**src/rtl/exc_pkg.sv**
```systemverilog
package exc_pkg;

    typedef enum logic [2:0] {
        EK_NONE  = 3'd0,
        EK_RESET = 3'd1,
        EK_UND   = 3'd2,
        EK_SWI   = 3'd3,
        EK_PABT  = 3'd4,
        EK_DABT  = 3'd5,
        EK_IRQ   = 3'd6,
        EK_FIQ   = 3'd7
    } exc_kind_e;

    typedef enum logic [1:0] {
        ST_BOOT  = 2'd0,
        ST_IDLE  = 2'd1,
        ST_ENTRY = 2'd2
    } exc_state_e;

    localparam logic [4:0] MODE_FAST  = 5'b10001;
    localparam logic [4:0] MODE_NORM  = 5'b10010;
    localparam logic [4:0] MODE_SUPV  = 5'b10011;
    localparam logic [4:0] MODE_ABRT  = 5'b10111;
    localparam logic [4:0] MODE_UNDEF = 5'b11011;

    function automatic logic [7:0] vec_offset(input exc_kind_e k);
        unique case (k)
            EK_UND:  return 8'h04;
            EK_SWI:  return 8'h08;
            EK_PABT: return 8'h0C;
            EK_DABT: return 8'h10;
            EK_IRQ:  return 8'h18;
            EK_FIQ:  return 8'h1C;
            default: return 8'h00;
        endcase
    endfunction

    function automatic logic [4:0] mode_of(input exc_kind_e k);
        unique case (k)
            EK_FIQ:          return MODE_FAST;
            EK_IRQ:          return MODE_NORM;
            EK_PABT, EK_DABT: return MODE_ABRT;
            EK_UND:          return MODE_UNDEF;
            default:         return MODE_SUPV;
        endcase
    endfunction

    function automatic logic [3:0] link_offset(input exc_kind_e k);
        return (k == EK_DABT) ? 4'd8 : 4'd4;
    endfunction

endpackage

```
**src/rtl/exc_sync.sv**
```systemverilog
module exc_sync #(
    parameter int STAGES = 1
) (
    input  logic clk,
    input  logic rst_n,
    input  logic pin_n,
    output logic sync_n
);
    logic [STAGES-1:0] chain;

    genvar g;
    generate
        for (g = 0; g < STAGES; g++) begin : g_stage
            if (g == 0) begin : g_first
                always_ff @(posedge clk or negedge rst_n) begin
                    if (!rst_n) chain[g] <= 1'b1;
                    else        chain[g] <= pin_n;
                end
            end else begin : g_next
                always_ff @(posedge clk or negedge rst_n) begin
                    if (!rst_n) chain[g] <= 1'b1;
                    else        chain[g] <= chain[g-1];
                end
            end
        end
    endgenerate

    assign sync_n = chain[STAGES-1];
endmodule

```
**src/rtl/exc_arbiter.sv**
```systemverilog
module exc_arbiter
    import exc_pkg::*;
(
    input  logic      fiq_sync_n,
    input  logic      irq_sync_n,
    input  logic      cur_f,
    input  logic      cur_i,
    input  logic      dabt_req,
    input  logic      head_pabt,
    input  logic      head_exec,
    input  logic      und_req,
    input  logic      swi_req,
    output exc_kind_e winner
);
    logic fiq_live, irq_live, pabt_live;

    always_comb begin
        fiq_live  = !fiq_sync_n && !cur_f;
        irq_live  = !irq_sync_n && !cur_i;
        pabt_live = head_pabt && head_exec;
        if (dabt_req)       winner = EK_DABT;
        else if (fiq_live)  winner = EK_FIQ;
        else if (irq_live)  winner = EK_IRQ;
        else if (pabt_live) winner = EK_PABT;
        else if (und_req)   winner = EK_UND;
        else if (swi_req)   winner = EK_SWI;
        else                winner = EK_NONE;
    end
endmodule

```
**src/rtl/exc_fsm.sv**
```systemverilog
module exc_fsm
    import exc_pkg::*;
#(
    parameter int          ADDR_W   = 32,
    parameter logic [31:0] VEC_BASE = 32'h0
) (
    input  logic              clk,
    input  logic              rst_n,
    input  logic              insn_done,
    input  exc_kind_e         winner,
    input  logic [ADDR_W-1:0] exec_addr,
    input  logic              cur_f,
    output logic              take,
    output logic [ADDR_W-1:0] vector,
    output logic [4:0]        new_mode,
    output logic              new_f,
    output logic              new_i,
    output logic              save_psr,
    output logic [ADDR_W-1:0] link
);
    exc_state_e        state, state_nx;
    exc_kind_e         rec_kind;
    logic [ADDR_W-1:0] rec_link;
    logic              rec_f;
    logic              go;

    assign go = (state == ST_IDLE) && insn_done && (winner != EK_NONE);

    always_comb begin
        state_nx = state;
        unique case (state)
            ST_BOOT:  state_nx = ST_ENTRY;
            ST_IDLE:  state_nx = go ? ST_ENTRY : ST_IDLE;
            ST_ENTRY: state_nx = ST_IDLE;
            default:  state_nx = ST_IDLE;
        endcase
    end

    always_ff @(posedge clk or negedge rst_n) begin
        if (!rst_n) state <= ST_BOOT;
        else        state <= state_nx;
    end

    always_ff @(posedge clk or negedge rst_n) begin
        if (!rst_n) begin
            rec_kind <= EK_RESET;
            rec_link <= '0;
            rec_f    <= 1'b1;
        end else if (state == ST_BOOT) begin
            rec_kind <= EK_RESET;
            rec_link <= '0;
            rec_f    <= 1'b1;
        end else if (go) begin
            rec_kind <= winner;
            rec_link <= exec_addr + ADDR_W'(link_offset(winner));
            rec_f    <= cur_f;
        end
    end

    always_comb begin
        take     = 1'b0;
        vector   = '0;
        new_mode = '0;
        new_f    = 1'b0;
        new_i    = 1'b0;
        save_psr = 1'b0;
        link     = '0;
        unique case (state)
            ST_ENTRY: begin
                take     = 1'b1;
                vector   = ADDR_W'(VEC_BASE) + ADDR_W'(vec_offset(rec_kind));
                new_mode = mode_of(rec_kind);
                new_i    = 1'b1;
                new_f    = (rec_kind == EK_FIQ || rec_kind == EK_RESET) ? 1'b1 : rec_f;
                save_psr = (rec_kind != EK_RESET);
                link     = rec_link;
            end
            ST_BOOT, ST_IDLE: ;
            default: ;
        endcase
    end
endmodule

```
**src/rtl/exc_entry_ctrl.sv**
```systemverilog
module exc_entry_ctrl
    import exc_pkg::*;
#(
    parameter int          ADDR_W      = 32,
    parameter int          SYNC_STAGES = 1,
    parameter logic [31:0] VEC_BASE    = 32'h0
) (
    input  logic              clk,
    input  logic              rst_n,
    input  logic              fiq_n,
    input  logic              irq_n,
    input  logic              insn_done,
    input  logic [ADDR_W-1:0] exec_addr,
    input  logic              dabt_req,
    input  logic              head_pabt,
    input  logic              head_exec,
    input  logic              und_req,
    input  logic              swi_req,
    input  logic              cur_f,
    input  logic              cur_i,
    output logic              take,
    output logic [ADDR_W-1:0] vector,
    output logic [4:0]        new_mode,
    output logic              new_f,
    output logic              new_i,
    output logic              save_psr,
    output logic [ADDR_W-1:0] link
);
    logic      fiq_s_n, irq_s_n;
    exc_kind_e winner;

    exc_sync #(.STAGES(SYNC_STAGES)) u_sync_fiq (
        .clk(clk), .rst_n(rst_n), .pin_n(fiq_n), .sync_n(fiq_s_n));
    exc_sync #(.STAGES(SYNC_STAGES)) u_sync_irq (
        .clk(clk), .rst_n(rst_n), .pin_n(irq_n), .sync_n(irq_s_n));

    exc_arbiter u_arb (
        .fiq_sync_n(fiq_s_n), .irq_sync_n(irq_s_n),
        .cur_f(cur_f), .cur_i(cur_i),
        .dabt_req(dabt_req), .head_pabt(head_pabt), .head_exec(head_exec),
        .und_req(und_req), .swi_req(swi_req), .winner(winner));

    exc_fsm #(.ADDR_W(ADDR_W), .VEC_BASE(VEC_BASE)) u_fsm (
        .clk(clk), .rst_n(rst_n), .insn_done(insn_done), .winner(winner),
        .exec_addr(exec_addr), .cur_f(cur_f),
        .take(take), .vector(vector), .new_mode(new_mode),
        .new_f(new_f), .new_i(new_i), .save_psr(save_psr), .link(link));
endmodule

```
**config.mk**
```make
export PLATFORM = sky130hd
export DESIGN_NAME = exc_entry_ctrl
export DESIGN_NICKNAME = d
export VERILOG_FILES = /design/src/rtl/exc_pkg.sv /design/src/rtl/exc_sync.sv /design/src/rtl/exc_arbiter.sv /design/src/rtl/exc_fsm.sv /design/src/rtl/exc_entry_ctrl.sv
export SDC_FILE = /design/constraint.sdc
export NUM_CORES = 1
export LEC_CHECK = 0
export BUFFER_PORTS_ARGS = -buffer_cell sky130_fd_sc_hd__buf_2
export CELL_PAD_IN_SITES_DETAIL_PLACEMENT = 1
export CELL_PAD_IN_SITES_GLOBAL_PLACEMENT = 1
export CORE_AREA = 2 2 99 101
export DETAILED_ROUTE_END_ITERATION = 8
export DIE_AREA = 0 0 101 103
export GPL_TIMING_DRIVEN = 0
export PLACE_DENSITY = 0.83
export RECOVER_POWER = 100
export SYNTH_ARGS = -nofsm -noshare
export SYNTH_HDL_FRONTEND = slang
export SYNTH_SLANG_ARGS = --single-unit
```
**constraint.sdc**
```tcl
create_clock -name clk -period 1.7 [get_ports clk]
set_input_delay 0.085 -clock clk [delete_from_list [all_inputs] [get_ports clk]]
set_output_delay 0.085 -clock clk [all_outputs]
set_load 0.02 [all_outputs]
```
## Word level (Yosys, flattened, before mapping)

Index checks and enable logic that the tools add are counted.

| operators by class | value |
|---|---|
| add/subtract/negate cells | 1 |
| equality and inequality tests | 11 |
| multiplexer cells | 24 |
| reduce and logical (&&, ||, !) cells | 14 |

Operator list:

| kind | count |
|---|---|
| $mux 32 | 3 |
| $add 32x4->32 | 1 |
| $pmux 5 s6 | 1 |
| $mux 3 | 7 |
| $pmux 4 s4 | 1 |
| $eq 3x3->1 const B | 5 |
| $mux 8 | 1 |
| $eq 3x2->1 const B | 2 |
| $mux 1 | 6 |
| $logic_and 1x1->1 | 5 |
| $mux 5 | 1 |
| $logic_not 1->1 | 4 |
| $mux 2 | 2 |
| $mux 4 | 1 |
| $pmux 2 s2 | 1 |
| $eq 3x1->1 const B | 1 |
| $ne 3x1->1 const B | 1 |
| $reduce_bool 3->1 | 1 |
| $eq 2x1->1 const B | 1 |
| $eq 2x2->1 const B | 1 |
| $logic_not 2->1 | 1 |
| $reduce_bool 2->1 | 1 |
| $reduce_or 2->1 | 1 |
| $logic_or 1x1->1 | 1 |

| word-level totals | value |
|---|---|
| flip-flop bits (word level) | 40 |
| input port bits | 44 |
| word-level logic and storage cells | 56 |

## Longest topological paths before layout

| logic depth | value |
|---|---|
| depth in word-level cells | 11 |
| depth in mapped cells | 7 |
| mapped depth without buffers | 7 |

## Cells and area by module

A second synthesis with hierarchy kept.

| second synthesis, totals | value |
|---|---|
| cell total of the unflattened synthesis | 301 |
| area, all modules | 2621.3 µm² |

By module, submodules not included:

| module | times used | cells an instance | area each (µm²) | sequential area each (µm²) |
|---|---|---|---|---|
| exc_fsm | 1 | 291 | 2502.4 | 953.4 |
| exc_arbiter | 1 | 8 | 66.3 | 0.0 |
| exc_sync | 2 | 1 | 26.3 | 26.3 |

## Least setup slack after synthesis

OpenSTA, ideal clock, no wires.

| path | value |
|---|---|
| path kind | flip-flop to flip-flop |
| start | reg u_sync_fiq.chain (netlist: u_sync_fiq.sync_n) |
| end | reg u_fsm.rec_link[28] |
| library setup time | 126 ps |
| arrival | 1550 ps |
| path slack | 24 ps |
| stages on the path, launching flop included | 6 |
| path buffers | 1 |
| path through | dfstp_2 o22a_1 and3_1 clkbuf_1 a311oi_1 a221o_1 |

| between the ends | value |
|---|---|
| word-level cells in the longest chain between the ends | 9 |

Ends and longest elaborated chain:

| item | line | RTL |
|---|---|---|
| start, declared | exc_sync.sv:9 | `logic [STAGES-1:0] chain;` |
| start signal, assigned by index | exc_sync.sv:17 | `else chain[g] <= pin_n;` |
| $logic_not 1->1 * | exc_arbiter.sv:18 | `fiq_live = !fiq_sync_n && !cur_f;` |
| $logic_and 1x1->1 * | exc_arbiter.sv:18 |  |
| $mux 3 * | exc_arbiter.sv:22 | `else if (fiq_live) winner = EK_FIQ;` |
| $mux 3 * | exc_arbiter.sv:21 | `if (dabt_req) winner = EK_DABT;` |
| $eq 3x3->1 | exc_pkg.sv:49 | `return (k == EK_DABT) ? 4'd8 : 4'd4;` |
| $mux 4 | exc_pkg.sv:49 |  |
| $add 32x4->32 | exc_fsm.sv:55 | `rec_link <= exec_addr + ADDR_W'(link_offset(winner));` |
| $mux 32 | exc_fsm.sv:53 | `end else if (go) begin` |
| $mux 32 | exc_fsm.sv:49 | `end else if (state == ST_BOOT) begin` |
| end signal, assigned | exc_fsm.sv:55 |  |
| end, declared | exc_fsm.sv:23 | `logic [ADDR_W-1:0] rec_link;` |

Every way passes the cells marked *; elsewhere a longest branch is shown, timed or not. The select of a mux whose other input is x is not followed.
A chain may end at the register's enable or synchronous reset.

## Worst setup path in the final report

| path | value |
|---|---|
| start | reg u_sync_fiq.chain (netlist: u_sync_fiq.sync_n) |
| end | reg u_fsm.rec_link[24] |

Same word-level chain as after synthesis.

==> impl.org <==
** Route
- Once detail routing completed, the nets flagged for antenna violations numbered 0.
- Iteration-0 DRC Markers :: 145
- Detailed-route wire length per cell :: 17.1 µm
- Initial DRT Pass Iterations :: 4
- Post-detailed-route DRC marker count :: 0
- Total number of vias :: 3,016
- In the routed layout, each cell is associated on average with a via count of 5.15.
- Total length of routed wires :: 10,000 µm

** Synth
- Dominant cell type by area after synthesis :: sky130_fd_sc_hd__dfrtp_1
- Share of flip-flops with an asynchronous set or reset after synthesis :: 100%
- Dividing the synthesized area by the synthesized cell count gives 8.64 µm².
- Main area contributors after synthesis :: sky130_fd_sc_hd__dfrtp_1, sky130_fd_sc_hd__buf_4, sky130_fd_sc_hd__and2_1
- Summing the sequential cell areas from Yosys gives 34.3% of the chip area.
- Mapped Cells :: 339
- Post-synthesis cell type count :: 59
- Portion of synthesized cell area occupied by the leading cell type :: 30.8%
- FF+latch count, synth :: 40
- YS warnings :: 0
- In the synthesized netlist the dominant register cell turns out to be sky130_fd_sc_hd__dfrtp_1.
- Total standard cell area after synthesis :: 2930 µm²
- The synthesized design contains 0 enable-type register cells.

** Power
- Power density over the cells :: 1280 nW/µm²
- Static leakage :: 0.00195 µW
- Total power for the finished layout comes to 5120 µW.
- Maximum resistive drop on vdd :: 387 µV

** Finish
- 0 antenna diodes ended up in the layout.
- Utilization after layout :: 42.2%
- In the final design database the tool counted 518 nets.
- Ratio of cells with drive above 1 in the final layout :: 37.7%
- Growth of design area from synthesis to finish :: 36.3%
- Fillers :: 1,155

** Placed design
- IO Port Bufs :: 87
- Routability congestion estimate :: 0.872
- Placed wire-length estimate :: 7270 µm

** Die
- Number of top-level pins :: 117
- Std-Cell Rows :: 36
- The die is 101 µm wide.
- The die covers 10,400 µm².
- Die extent in y :: 103 µm
- Placeable core region :: 9460 µm²
- The initial utilization of the core area, before any placement, comes to 31.0%.

** Timing
- The worst path uses 96.3% of the clock period.
- Total Negative Setup Slacks :: 0 ns
- The clock arrives with 0.0104 ns of skew.
- Based on the critical path, the design can be clocked at up to 0.611 GHz.
- Setup violations remaining at the end of the flow were counted as 0.
- Measured against its own limit, the worst slew margin works out to 28.7%.
- The count of final max-slew check failures is 0.
- Actual slew at the worst max-slew pin :: 1.07 ns
- Min Hold Slack :: -0.0000483 ns
- The worst path needs 1.64 ns of the cycle, external delays included.
- The number of hold violations in the final report came to 1.

** Flow run
- The tool flagged a number of max-cap violations equal to 0.

** Clock tree
- Clock net sink count :: 40
- TritonCTS built the clock tree.
- The clock tree synthesis step divided the H-tree into 2 levels.
- Later-pin clock latency in the skew report :: 0.31 ns
- Number of buffers inserted during clock tree synthesis :: 5
- Clock transition time at the flip-flop clock pins of the worst setup and hold paths :: 0.09 ns
- Root Buffer Master :: sky130_fd_sc_hd__clkbuf_8
- The longest clock path from root to sink contains 2 buffers.

** Global route
- Number of global-route vias before repair :: 3,011
- GR Util All Layers :: 18.8%
- Entering global routing, the biggest net connects 41 pins.
- The first global-routing pass estimated 15,200 µm of wire.
- The initial antenna violation count came to 0.
- Summed over all layers, the global routing overflow is 0.

** Worst setup path
- Startpoint kind of the worst setup timing path :: flop
- In this run the worst path has a maximum fanout of 10.
- Data on the critical path is required at its endpoint by 1.89 ns.
- Category of the critical setup timing path :: reg -> reg
- The worst setup path is captured at a flop.
- Arrival time reported for the critical path endpoint :: 1.83 ns

** Hold path
- Hold Crit Class :: in -> reg

** Status
- The checks that failed: hold timing.
- The run finished, with violations left.
==> layout make-up <==
type | count | area, µm² | area share [%]
clock inverter | 3 | 90.1 | 2.26
clock buffer | 5 | 68.8 | 1.72
tap | 114 | 143 | 3.57
inverter | 8 | 35.0 | 0.877
timing repair buffer | 100 | 543 | 13.6
buffer | 44 | 344 | 8.62
sequential | 40 | 1010 | 25.2
multi-input combinational | 272 | 1760 | 44.1
==> final timing paths <==
check / startpoint / to / slack (ns) / cells after the start
max reg2reg: u_sync_fiq.sync_n / u_fsm.rec_link[24] / 0.06 / 5
max: u_sync_fiq.sync_n / u_fsm.rec_link[24] / 0.06 / 5
min in group asynchronous: rst_n / u_fsm.rec_link[13] / 0.54 / 2
min: exec_addr[0] / u_fsm.rec_link[0] / -0.00005 / 2
max in group asynchronous: rst_n / u_fsm.rec_kind[1] / 0.44 / 2
min reg2reg: u_fsm.rec_link[8] / u_fsm.rec_link[8] / 0.48 / 2
==> flip-flops by register name, indices dropped and copies added, names as in the netlist <==
| signal | count |
|---|---|
| u_fsm.rec_f | 1 |
| u_fsm.rec_kind | 3 |
| u_fsm.rec_link | 32 |
| u_fsm.state | 2 |
| u_sync_fiq.sync_n | 1 |
| u_sync_irq.sync_n | 1 |
==> per-stage QoR <==
stage	cell area, µm²	std cells	setup slack, ns
after floorplan	3030	367	0.0235
after global placement	3610	568	-0.350
after detailed placement	3610	568	-0.410
after CTS	3870	579	-0.0214
after global routing	3990	586	-0.0315
final	3990	586	0.0636
==> critical path: stages, from the launching register on <==
cell and delay [ns]:
sky130_fd_sc_hd__dfstp_2 0.55, sky130_fd_sc_hd__o22a_4 0.21, sky130_fd_sc_hd__and3_1 0.21, sky130_fd_sc_hd__buf_4 0.20, sky130_fd_sc_hd__a311oi_1 0.07, sky130_fd_sc_hd__a221o_1 0.29
==> layer usage <==
| metal | global-route usage (%) | up-vias | part of all wire (%) |
|---|---|---|---|
| met5 | 0 | - | 0 |
| met4 | 9.56 | 0 | 3.2 |
| met3 | 3.46 | 26 | 5.1 |
| met2 | 33.0 | 108 | 51 |
| met1 | 22.1 | 1466 | 40 |
| li1 | - | 1416 | - |
==> power by group <==
part	internal (µW)	total [µW]	switching (µW)	leakage [µW]
combinational	959	2300	1340	0.00136
clock	735	1120	381	0.0000784
sequential	1410	1710	305	0.000512
total	3100	5120	2020	0.00195
==> cell usage in the layout (no fill, tap or decap), types with 4 or more instances in the layout <==
| master | synthesis | layout |
|---|---|---|
| sky130_fd_sc_hd__xnor2_1 | 13 | 13 |
| sky130_fd_sc_hd__nor3_1 | 10 | 10 |
| sky130_fd_sc_hd__conb_1 | 1 | 29 |
| sky130_fd_sc_hd__nor2_1 | 19 | 19 |
| sky130_fd_sc_hd__nor4_2 | 5 | 5 |
| sky130_fd_sc_hd__nand4_1 | 16 | 16 |
| sky130_fd_sc_hd__and2_1 | 35 | 35 |
| sky130_fd_sc_hd__buf_2 | 4 | 86 |
| sky130_fd_sc_hd__buf_4 | 31 | 45 |
| sky130_fd_sc_hd__a211o_1 | 5 | 5 |
| sky130_fd_sc_hd__clkbuf_8 | 0 | 6 |
| sky130_fd_sc_hd__nand2_1 | 41 | 40 |
| sky130_fd_sc_hd__nand3_1 | 13 | 13 |
| sky130_fd_sc_hd__inv_1 | 8 | 7 |
| sky130_fd_sc_hd__o21ai_1 | 16 | 16 |
| sky130_fd_sc_hd__a22o_1 | 4 | 4 |
| sky130_fd_sc_hd__dfstp_2 | 4 | 4 |
| sky130_fd_sc_hd__dfrtp_1 | 36 | 35 |
==> what timing repair did <==
action,CTS,global route
buffers inserted,2,8
hold buffers,3,0
hold endpoints to repair,38,0
endpoints found under the setup margin,67,65
pin swaps,1,4
resized for setup,21,21
gates cloned,0,0
==> cell usage after synthesis (all sizes together), types with 8 or more instances <==
master and number:
nand2 41, nand3 16, nor2 19, xnor2 13
buf 37, and2 35, inv 8, nor4 9
nand4 18, clkbuf 10, nor3 12, o21ai 18
dfrtp 36
==> cells by family (layout without fill, tap and decap cells) <==
group                    Yosys count  count (layout)  synth area share (%)
AO/OA/AOI/OAI                     58              58                  14.7
XOR/XNOR                          16              16                  4.78
adder cells (fa/ha/maj)            3               3                  1.54
buffers and inverters             55             160                  11.4
flip-flops                        40              40                  34.3
multiplexers                       1               1                 0.342
other                              1              29                 0.128
AND/OR/NAND/NOR                  165             165                  32.7
Power figures use the tool's default switching activity.
